==> src/rtl/fq_pkg.sv <==
package fq_pkg;
  typedef struct packed {
    logic live;
    logic dead;
  } fq_flag_t;
endpackage

==> src/rtl/fq_entries.sv <==
module fq_entries
  import fq_pkg::*;
#(
  parameter int DEPTH   = 8,
  parameter int THREADS = 4,
  parameter int TAG_W   = 32,
  localparam int AW     = $clog2(DEPTH),
  localparam int TIDW   = $clog2(THREADS),
  localparam int CW     = $clog2(DEPTH + 1)
) (
  input  logic                  clk,
  input  logic                  rst,
  input  logic                  wr_en,
  input  logic [AW-1:0]         wr_idx,
  input  logic [TIDW-1:0]       wr_tid,
  input  logic [TAG_W-1:0]      wr_tag,
  input  logic                  rd_en,
  input  logic [AW-1:0]         rd_idx,
  input  logic                  kill_all,
  input  logic                  kill_one,
  input  logic [TIDW-1:0]       kill_tid,
  output logic                  head_dead,
  output logic [TIDW-1:0]       head_tid,
  output logic [TAG_W-1:0]      rd_tag,
  output logic [DEPTH-1:0]      live_vec,
  output logic [THREADS*CW-1:0] kill_cnt
);
  fq_flag_t          flg   [DEPTH];
  logic [TIDW-1:0]   tid_q [DEPTH];
  logic [TAG_W-1:0]  mem   [DEPTH];
  logic [DEPTH-1:0]  hit;

  assign head_dead = flg[rd_idx].dead;
  assign head_tid  = tid_q[rd_idx];

  // Parallel squash compare; the entry leaving this cycle is excluded.
  always_comb begin
    for (int i = 0; i < DEPTH; i++) begin
      hit[i] = flg[i].live && !flg[i].dead &&
               (kill_all || (kill_one && tid_q[i] == kill_tid)) &&
               !(rd_en && rd_idx == AW'(i));
    end
  end

  for (genvar t = 0; t < THREADS; t++) begin : g_cnt
    always_comb begin
      logic [CW-1:0] acc;
      acc = '0;
      for (int i = 0; i < DEPTH; i++)
        acc = acc + CW'(hit[i] && tid_q[i] == TIDW'(t));
      kill_cnt[t*CW +: CW] = acc;
    end
  end

  for (genvar i = 0; i < DEPTH; i++) begin : g_live
    assign live_vec[i] = flg[i].live;
  end

  always_ff @(posedge clk) begin
    if (rst) begin
      for (int i = 0; i < DEPTH; i++) begin
        flg[i]   <= '0;
        tid_q[i] <= '0;
      end
    end else begin
      for (int i = 0; i < DEPTH; i++) begin
        if (rd_en && rd_idx == AW'(i)) flg[i] <= '0;
        else if (hit[i])               flg[i].dead <= 1'b1;
        if (wr_en && wr_idx == AW'(i)) begin
          flg[i]   <= '{live: 1'b1, dead: 1'b0};
          tid_q[i] <= wr_tid;
        end
      end
    end
  end

  // Tag store: one write port, one registered read port.
  always_ff @(posedge clk) begin
    if (wr_en) mem[wr_idx] <= wr_tag;
    if (rd_en) rd_tag <= mem[rd_idx];
  end
endmodule

==> src/rtl/fq_thread_cnt.sv <==
module fq_thread_cnt #(
  parameter int CW = 4
) (
  input  logic          clk,
  input  logic          rst,
  input  logic          clr,
  input  logic          inc_rsv,
  input  logic          use_rsv,
  input  logic          pull_live,
  input  logic          pull_dead,
  input  logic [CW-1:0] kill,
  output logic [CW-1:0] rsv,
  output logic [CW-1:0] vld,
  output logic [CW-1:0] sq
);
  always_ff @(posedge clk) begin
    if (rst) begin
      rsv <= '0;
      vld <= '0;
      sq  <= '0;
    end else begin
      rsv <= clr ? '0 : rsv + CW'(inc_rsv) - CW'(use_rsv);
      vld <= vld + CW'(use_rsv) - CW'(pull_live) - kill;
      sq  <= sq + kill - CW'(pull_dead);
    end
  end

  a_r6_thread_cleared: assert property (@(posedge clk) disable iff (rst)
    clr |=> (rsv == '0 && vld == '0));
  a_r5_pull_underflow: assert property (@(posedge clk) disable iff (rst)
    (pull_live |-> vld != '0) and (pull_dead |-> sq != '0));
  a_r3_append_credit: assert property (@(posedge clk) disable iff (rst)
    use_rsv |-> rsv != '0);
endmodule

==> src/rtl/fetch_queue.sv <==
module fetch_queue #(
  parameter int DEPTH   = 8,
  parameter int THREADS = 4,
  parameter int TAG_W   = 32,
  localparam int AW     = $clog2(DEPTH),
  localparam int TIDW   = $clog2(THREADS),
  localparam int CW     = $clog2(DEPTH + 1)
) (
  input  logic                  clk,
  input  logic                  rst,
  input  logic                  rsv_req,
  input  logic [TIDW-1:0]       rsv_tid,
  input  logic                  app_req,
  input  logic [TIDW-1:0]       app_tid,
  input  logic [TAG_W-1:0]      app_tag,
  input  logic                  pull_req,
  input  logic                  sq_all,
  input  logic                  sq_one,
  input  logic [TIDW-1:0]       sq_tid,
  output logic                  pull_vld,
  output logic                  pull_sq,
  output logic [TIDW-1:0]       pull_tid,
  output logic [TAG_W-1:0]      pull_tag,
  output logic                  pull_err,
  output logic [CW-1:0]         tot_rsv,
  output logic [CW-1:0]         tot_vld,
  output logic [CW-1:0]         tot_sq,
  output logic [THREADS*CW-1:0] thr_rsv,
  output logic [THREADS*CW-1:0] thr_vld,
  output logic [THREADS*CW-1:0] thr_sq
);
  localparam int UW = CW + 2;

  logic [AW-1:0]         head, tail;
  logic [CW-1:0]         rsv_a [THREADS];
  logic [CW-1:0]         vld_a [THREADS];
  logic [CW-1:0]         sq_a  [THREADS];
  logic [THREADS*CW-1:0] kill_cnt;
  logic [CW-1:0]         kill_tot;
  logic [DEPTH-1:0]      live_vec;
  logic                  head_dead;
  logic [TIDW-1:0]       head_tid;
  logic [UW-1:0]         used;
  logic                  empty, squash, rsv_ok, app_ok, pull_fire;
  logic                  pull_live_any, pull_dead_any;

  assign used   = UW'(tot_rsv) + UW'(tot_vld) + UW'(tot_sq);
  assign empty  = (tot_vld == '0) && (tot_sq == '0);
  assign squash = sq_all || sq_one;
  assign rsv_ok = rsv_req && !squash && (used < UW'(DEPTH));
  assign app_ok = app_req && !squash && (rsv_a[app_tid] != '0);
  assign pull_fire     = pull_req && !empty;
  assign pull_live_any = pull_fire && !head_dead;
  assign pull_dead_any = pull_fire && head_dead;

  always_comb begin
    kill_tot = '0;
    for (int t = 0; t < THREADS; t++) kill_tot = kill_tot + kill_cnt[t*CW +: CW];
  end

  fq_entries #(.DEPTH(DEPTH), .THREADS(THREADS), .TAG_W(TAG_W)) u_entries (
    .clk      (clk),
    .rst      (rst),
    .wr_en    (app_ok),
    .wr_idx   (tail),
    .wr_tid   (app_tid),
    .wr_tag   (app_tag),
    .rd_en    (pull_fire),
    .rd_idx   (head),
    .kill_all (sq_all),
    .kill_one (sq_one),
    .kill_tid (sq_tid),
    .head_dead(head_dead),
    .head_tid (head_tid),
    .rd_tag   (pull_tag),
    .live_vec (live_vec),
    .kill_cnt (kill_cnt)
  );

  for (genvar t = 0; t < THREADS; t++) begin : g_thr
    fq_thread_cnt #(.CW(CW)) u_cnt (
      .clk      (clk),
      .rst      (rst),
      .clr      (sq_all || (sq_one && sq_tid == TIDW'(t))),
      .inc_rsv  (rsv_ok && rsv_tid == TIDW'(t)),
      .use_rsv  (app_ok && app_tid == TIDW'(t)),
      .pull_live(pull_live_any && head_tid == TIDW'(t)),
      .pull_dead(pull_dead_any && head_tid == TIDW'(t)),
      .kill     (kill_cnt[t*CW +: CW]),
      .rsv      (rsv_a[t]),
      .vld      (vld_a[t]),
      .sq       (sq_a[t])
    );
    assign thr_rsv[t*CW +: CW] = rsv_a[t];
    assign thr_vld[t*CW +: CW] = vld_a[t];
    assign thr_sq[t*CW +: CW]  = sq_a[t];
  end

  always_ff @(posedge clk) begin
    if (rst) begin
      head     <= '0;
      tail     <= '0;
      tot_rsv  <= '0;
      tot_vld  <= '0;
      tot_sq   <= '0;
      pull_vld <= 1'b0;
      pull_sq  <= 1'b0;
      pull_tid <= '0;
      pull_err <= 1'b0;
    end else begin
      if (app_ok)    tail <= tail + AW'(1);
      if (pull_fire) head <= head + AW'(1);
      if (sq_all)      tot_rsv <= '0;
      else if (sq_one) tot_rsv <= tot_rsv - rsv_a[sq_tid];
      else             tot_rsv <= tot_rsv + CW'(rsv_ok) - CW'(app_ok);
      tot_vld  <= tot_vld + CW'(app_ok) - CW'(pull_live_any) - kill_tot;
      tot_sq   <= tot_sq + kill_tot - CW'(pull_dead_any);
      pull_vld <= pull_fire;
      pull_sq  <= head_dead;
      pull_tid <= head_tid;
      pull_err <= pull_req && empty;
    end
  end

  logic [UW-1:0] sum_rsv, sum_vld, sum_sq;
  always_comb begin
    sum_rsv = '0;
    sum_vld = '0;
    sum_sq  = '0;
    for (int t = 0; t < THREADS; t++) begin
      sum_rsv = sum_rsv + UW'(rsv_a[t]);
      sum_vld = sum_vld + UW'(vld_a[t]);
      sum_sq  = sum_sq + UW'(sq_a[t]);
    end
  end

  a_r11_total_sums: assert property (@(posedge clk) disable iff (rst)
    sum_rsv == UW'(tot_rsv) && sum_vld == UW'(tot_vld) && sum_sq == UW'(tot_sq));
  a_r2_no_overflow: assert property (@(posedge clk) disable iff (rst)
    used <= UW'(DEPTH));
  a_r12_live_match: assert property (@(posedge clk) disable iff (rst)
    $countones(live_vec) == int'(tot_vld) + int'(tot_sq));
  a_r10_empty_pull: assert property (@(posedge clk) disable iff (rst)
    (pull_req && empty) |=> (pull_err && !pull_vld));
  a_r7_global_clear: assert property (@(posedge clk) disable iff (rst)
    sq_all |=> (tot_rsv == '0 && tot_vld == '0));
endmodule

==> config.mk <==
export PLATFORM = sky130hd
export DESIGN_NAME = fetch_queue
export DESIGN_NICKNAME = d
export VERILOG_FILES = /design/src/rtl/fq_pkg.sv /design/src/rtl/fq_entries.sv /design/src/rtl/fq_thread_cnt.sv /design/src/rtl/fetch_queue.sv
export SDC_FILE = /design/constraint.sdc
export NUM_CORES = 1
export LEC_CHECK = 0
export ABC_AREA = 1
export BUFFER_PORTS_ARGS = -buffer_cell sky130_fd_sc_hd__buf_2
export CAP_MARGIN = 10
export CORE_MARGIN = 2
export CORE_UTILIZATION = 50
export DETAILED_ROUTE_END_ITERATION = 6
export GPL_TIMING_DRIVEN = 0
export HOLD_SLACK_MARGIN = 0.1
export PLACE_DENSITY_LB_ADDON = 0.05
export SLEW_MARGIN = 10
export SYNTH_ARGS = -nofsm -noshare
export SYNTH_HDL_FRONTEND = slang
export SYNTH_SLANG_ARGS = --single-unit
==> constraint.sdc <==
create_clock -name clk -period 11.3 [get_ports clk]
set_input_delay 3.39 -clock clk [delete_from_list [all_inputs] [get_ports clk]]
set_output_delay 3.39 -clock clk [all_outputs]
set_load 0.05 [all_outputs]
==> impl_results.md, run 1 <==
- Outcome: complete, no violations
- Leak: slightly below 0.009 µW
- Post-synth top area cell: edfxtp_1
- Crit. End Element: register
- Clk pwr share: 28.4%
- Number of global-route vias before repair: 12,940
- Syn avg cell area: 10.69 µm²
- H-Tree Depth: 2
- Fillcell total: 3,282
- Synthesis-to-finish area growth: 14.96%
- VDD IR max: 139.0 µV
- Setup TNS: 0 ps
- Largest net degree at the start of global routing: 42
- Iter 0 DRT Violations: 843
- Period minus WS final: 9744 ps
- Vias per cell: 5.219
- Hold Worst Slack: roughly 540 ps
- PwrDens: between 200 and 250 nW/µm²
- Multi-input logic area: 6771 µm²
- Max Transition Viols Final: 0
- Most common cell after layout, fill and taps aside: nor2_1
- Skew final: 23.34 ps
- EDFF count, synth: 320
- Die ar.: 39,760 µm²
- Most frequent cells in the layout: 341 x nor2_1, 320 x edfxtp_1, 235 x inv_1
- # rows: 71
- Reg power frac: 39.1%
- Core area: 37,670 µm²
- Setup bufs post-CTS: 0
- Post-synthesis cell count: 1,786
- Crit share post-route: ~86%
- Overall Global Routing Usage: 24.80%
- Seq/Total Area, Yosys: between 50 and 60%
- Top post-synthesis cells by area: edfxtp_1 50%, dfxtp_1 7.8%, nor2_1 6.9%, ha_1 6.4%, fa_1 5.3%
- RSZ-0062 raised after global routing: false
- Critical setup path kind: in2reg
- Arrival time at the worst endpoint: approximately 10,000 ps
- Worst skew pair latency: roughly 570 ps
- Die height: 199.4 µm
- Yosys warns: 0
- Cts hold-fix bufs: 0
- Register area: 11,090 µm²
- Worst-path clk slew: 50 ps
- First-pass GRT wire length: roughly 73 mm
- Cts bufs inserted: 43
- Io pins: between 100 and 150
- Wire per inst: 18.80 µm
- Congestion Overflow GR: 0
- Measured slew at the worst slew-check pin: 1100 ps
- Final ANT Viol Nets: 0
- MaxCap Viol Count: 0
- Initial antenna violation count: 4
- Startpoint Class: primary input
- Max FO, Critical Path: 10
- Port Buffer Count: 139
- Switch Pwr: 1661 µW
- Post-CTS sizing: 0
- Slew Limit Headroom: 26.11%
- Async SR Flop Fraction: 0%
- Switching Fraction: 36.62%
- CTS Buffer Depth: 3
- Unique masters post-synth: 46
- Sink Count: 394
- Post-Syn Nets: roughly 2,000
- Post-Syn Area: 19,090 µm²
- Synth Flop Type: edfxtp_1
- Layout cells sized above 1: 13.74%
- Global placement routability congestion: approximately 0.9
- First-pass DRT Iterations: 5
- Via Count: 13,160
- Post-synthesis register bit count: 394
- Fmax achieved: 102.6 MHz
- Worst Path Required: about 12,000 ps
- Initial Utilization: 50.68%
- HPWL Detailed: 33.35 mm
- Total chip power: 4535 µW
- Die W: 199.4 µm
- DRC: 0
- Synth top area share: 50.33%
- P_int: 2874 µW
- HP Class: reg2reg
- Final net count: 2,171
- Final setup violation count: 0
- CTS tree: yes
- Comb power frac: between 30% and 40%
- Root Buffer: clkbuf_16
- DRT Wirelength: 47.41 mm
- Final Hold Viols: 0
==> power groups by stage <==
stage	combinational, µW	sequential [µW]	clock, µW
after floorplan	770	2130	0
after global placement	1460	1800	0
after detailed placement	1480	1800	0
after CTS	1490	1770	1320
after global routing	1660	1780	1380
final	1470	1770	1290
==> flip-flops by register name, indices dropped and copies added (netlist names), named ones only <==
signal and flops:
pull_sq 1, tail 3, u_entries.flg 16, u_entries.mem 256
g_thr.u_cnt.vld 16, tot_sq 4, pull_vld 1, g_thr.u_cnt.rsv 16
tot_rsv 4, u_entries.tid_q 16, tot_vld 4, g_thr.u_cnt.sq 16
pull_err 1, u_entries.rd_tag 32, pull_tid 2, head 3
==> worst max-delay path, cell delays in order <==
cell and delay, ps:
buf_2 120, buf_2 250, o211ai_1 130, o21ai_1 200, nand4_1 300, nor3_1 230
ha_1 150, inv_1 50, fa_1 530, inv_1 70, fa_1 510, fa_1 490
inv_1 100, fa_1 490, fa_1 540, fa_1 540, inv_1 40, ha_1 190
fa_1 500, ha_1 350, fa_1 450, xnor2_1 200, xnor2_1 160, nand2_1 70
nand2_1 60, nor2_1 50
==> cell type report <==
cell class              count  area share [%]
clock buffers              53           5.074
plain buffers              69           1.534
flip-flops and latches    394           50.54
diodes                      1         0.01140
multi-input cells        1070           30.86
well taps                 511           2.913
repair buffers            147           4.036
inverters                 253           4.339
clock inverters            23          0.7013
==> metrics by stage <==
stage               util [%]  setup WS (ps)  instances  area [µm²]
finish                 58.26           1556       2521       21950
floorplan                  -           1684       1786       19090
CTS                    58.26           1526       2520       21940
global placement       54.23          987.1       2436       20430
global route           58.26           1162       2520       21940
detailed placement     54.89          956.4       2444       20680
==> cell usage after synthesis, types with 27 or more instances <==
cell type,count
ha_1,97
nand2_1,114
inv_1,235
nand3_1,46
clkbuf_1,36
edfxtp_1,320
fa_1,51
xnor2_1,28
nor2_1,349
o21ai_0,80
a21oi_1,50
nor3_1,27
o21ai_1,89
a31oi_1,32
dfxtp_1,74
o22ai_1,39
==> cells by family (layout without fill, tap and decap cells) <==
logic type,count (synthesis),in the layout,share of synthesized area [%]
and+or+nand+nor,563,563,12.20
buffers and inverters,322,545,6.751
adders and majority gates,148,148,11.71
xor gates and xnor gates,51,51,2.340
other,0,1,0
AOI/OAI and AO/OA,308,308,8.913
DFF,394,394,58.09
==> routing by layer <==
metal  global-route usage, %  vias to the layer above  routed length, µm
met5                       0                        -                 39
met4                   9.383                        6               1596
met3                   3.949                       99               2178
met2                   43.71                      312              23890
met1                   30.75                     6329              19700
li1                        -                     6412                  -
==> path summary, 6_finish.rpt <==
check	slack [ps]	from	cells past startpoint	endpoint
worst max-delay path	1560	sq_one	26	tot_vld[3]
worst min-delay path	540	tail[0]	2	tail[0]
worst max register to register	3440	head[0]	28	tot_vld[3]
worst min register to register	540	tail[0]	2	tail[0]
(Power assumes the default switching activity.)
==> run 2: changes to the inputs <==
GPL_TIMING_DRIVEN = default   (was 0)
==> impl_results.md, run 2 (synthesis results as in run 1) <==
- Core area: 37,670 µm²
- DRT Wirelength: 44.60 mm
- Largest register FFs: 256
- Worst skew pair latency: 570 ps
- Die height: 199.4 µm
- Crit. End Element: register
- Startpoint Class: primary input
- RSZ-0062 raised after global routing: false
- Critical setup path kind: in2reg
- HPWL Detailed: 28.18 mm
- # rows: 71
- Final net count: between 2,000 and 2,500
- CP peak stage delay: 600 ps
- Synthesis-to-finish area growth: 13.02%
- MaxCap Viol Count: 0
- Global placement routability congestion: 0.9324
- Layout cells sized above 1: 13.45%
- PwrDens: 208.8 nW/µm²
- Slew Limit Headroom: 32.80%
- Outcome: complete, no violations
- Measured slew at the worst slew-check pin: 1000 ps
- Io pins: 142
- Final ANT Viol Nets: 0
- Cell family with most CP delay: adder cells
- Crit share post-route: 84.70%
- Vias per cell: around 5.2
- Root Buffer: clkbuf_16
- Max Transition Viols Final: 0
- Leak: 0.008635 µW
- CP most frequent cell: fa_1
- Setup TNS: 0 ps
- Cts bufs inserted: 43
- Max FO, Critical Path: 45
- Number of global-route vias before repair: 12,710
- Port Buffer Count: 141
- HP Class: reg2reg
- Die ar.: ~40,000 µm²
- Skew final: 15.40 ps
- Fmax achieved: about 100 MHz
- First-pass DRT Iterations: 7
- Inst Count DP: 2,385
- Worst-path clk slew: 60 ps
- Sink Count: 394
- Final setup violation count: 0
- Fin worst setup slack: roughly 1700 ps
- Post-CTS sizing: 0
- Iter 0 DRT Violations: between 700 and 800
- CTS Buffer Depth: 3
- Fin cells: 2,460
- Crit path buf inv count: 8
- Fillcell total: 3,293
- Setup bufs post-CTS: 0
- Period minus WS final: 9571 ps
- Largest net degree at the start of global routing: 96
- Wire per inst: around 18 µm
- VDD IR max: about 150 µV
- Multi-input logic area: between 6000 and 7000 µm²
- Initial antenna violation count: 4
- DRC: 0
- CP max stage cell: buf_4
- Most common cell after layout, fill and taps aside: nor2_1
- Register area: around 11,000 µm²
- Initial Utilization: 50.68%
- Die W: roughly 200 µm
- Overall Global Routing Usage: 23.14%
- Final Hold Viols: 0
- Most frequent cells in the layout: 341 x nor2_1, 320 x edfxtp_1, 233 x inv_1
- Reg with most FFs: u_entries.mem
- Largest regs: u_entries.mem: 256 flops, u_entries.rd_tag: 32 flops
- DP Worst Slack: around 1100 ps
- FF-to-FF setup slack: 3100 ps
- H-Tree Depth: 2
- Worst Path Required: 11,770 ps
- Arrival time at the worst endpoint: 10,040 ps
- Congestion Overflow GR: 0
- Cts hold-fix bufs: 0
- CTS tree: yes
- Via Count: 12,800
- First-pass GRT wire length: ~70 mm
-- run 2: cell types whose count changed in the layout (fill, tap and decap cells not counted), sizes merged --
| cell | previous run | this run |
|---|---|---|
| buf | 180 | 157 |
| clkbuf | 89 | 52 |
| clkinv | 22 | 20 |
| clkinvlp | 0 | 1 |
-- run 2: cell type report --
class	instances	area share, %
well taps	511	2.963
clock inverters	22	0.6727
clock buffers	52	5.300
repair buffers	157	3.827
flip-flops and latches	394	51.42
diodes	1	0.01160
multi-input cells	1070	31.38
inverters	253	4.419
-- run 2: final timing paths --
check | start | to | cells past startpoint
min | head[1] | register | 2
min reg2reg | head[1] | register | 2
max | pull_req | tot_vld[3] | 27
max reg2reg | head[0] | tot_vld[3] | 26
-- run 2: where the power goes --
group	internal, µW	leakage [µW]	switching, µW
Combinational	429	0.00446	981
Sequential	1710	0.00355	82.1
Clock	741	0.000633	566
Total	2880	0.00863	1630
-- run 2: worst reg2reg max path, delay by kind of cell, from the launching register on --
kind | cells | cell delay [ps]
buffers and inverters | 6 | 1030
flip-flops | 1 | 640
adder cells (fa/ha/maj) | 12 | 5190
AND/OR/NAND/NOR | 6 | 850
XOR/XNOR | 2 | 380
-- run 2: per-stage QoR --
stage                     instance area [µm²]  power, µW  util [%]  hold WS (ps)
final                                   21580       4505     57.28         533.7
after global routing                    21570       4781     57.28         550.2
after CTS                               21570       4562     57.28         528.3
after detailed placement                20290       3243     53.86         519.1
after global placement                  20290       3221     53.86         514.1
after floorplan                         19090       2901         -         485.3
-- run 2: routing by layer --
layer	track usage [%]	up-vias	share of wire, %
met3	3.730	84	4.3
met1	28.23	6173	42
met5	0	-	0.087
li1	-	6292	-
met2	41.45	242	51
met4	8.395	6	3.0
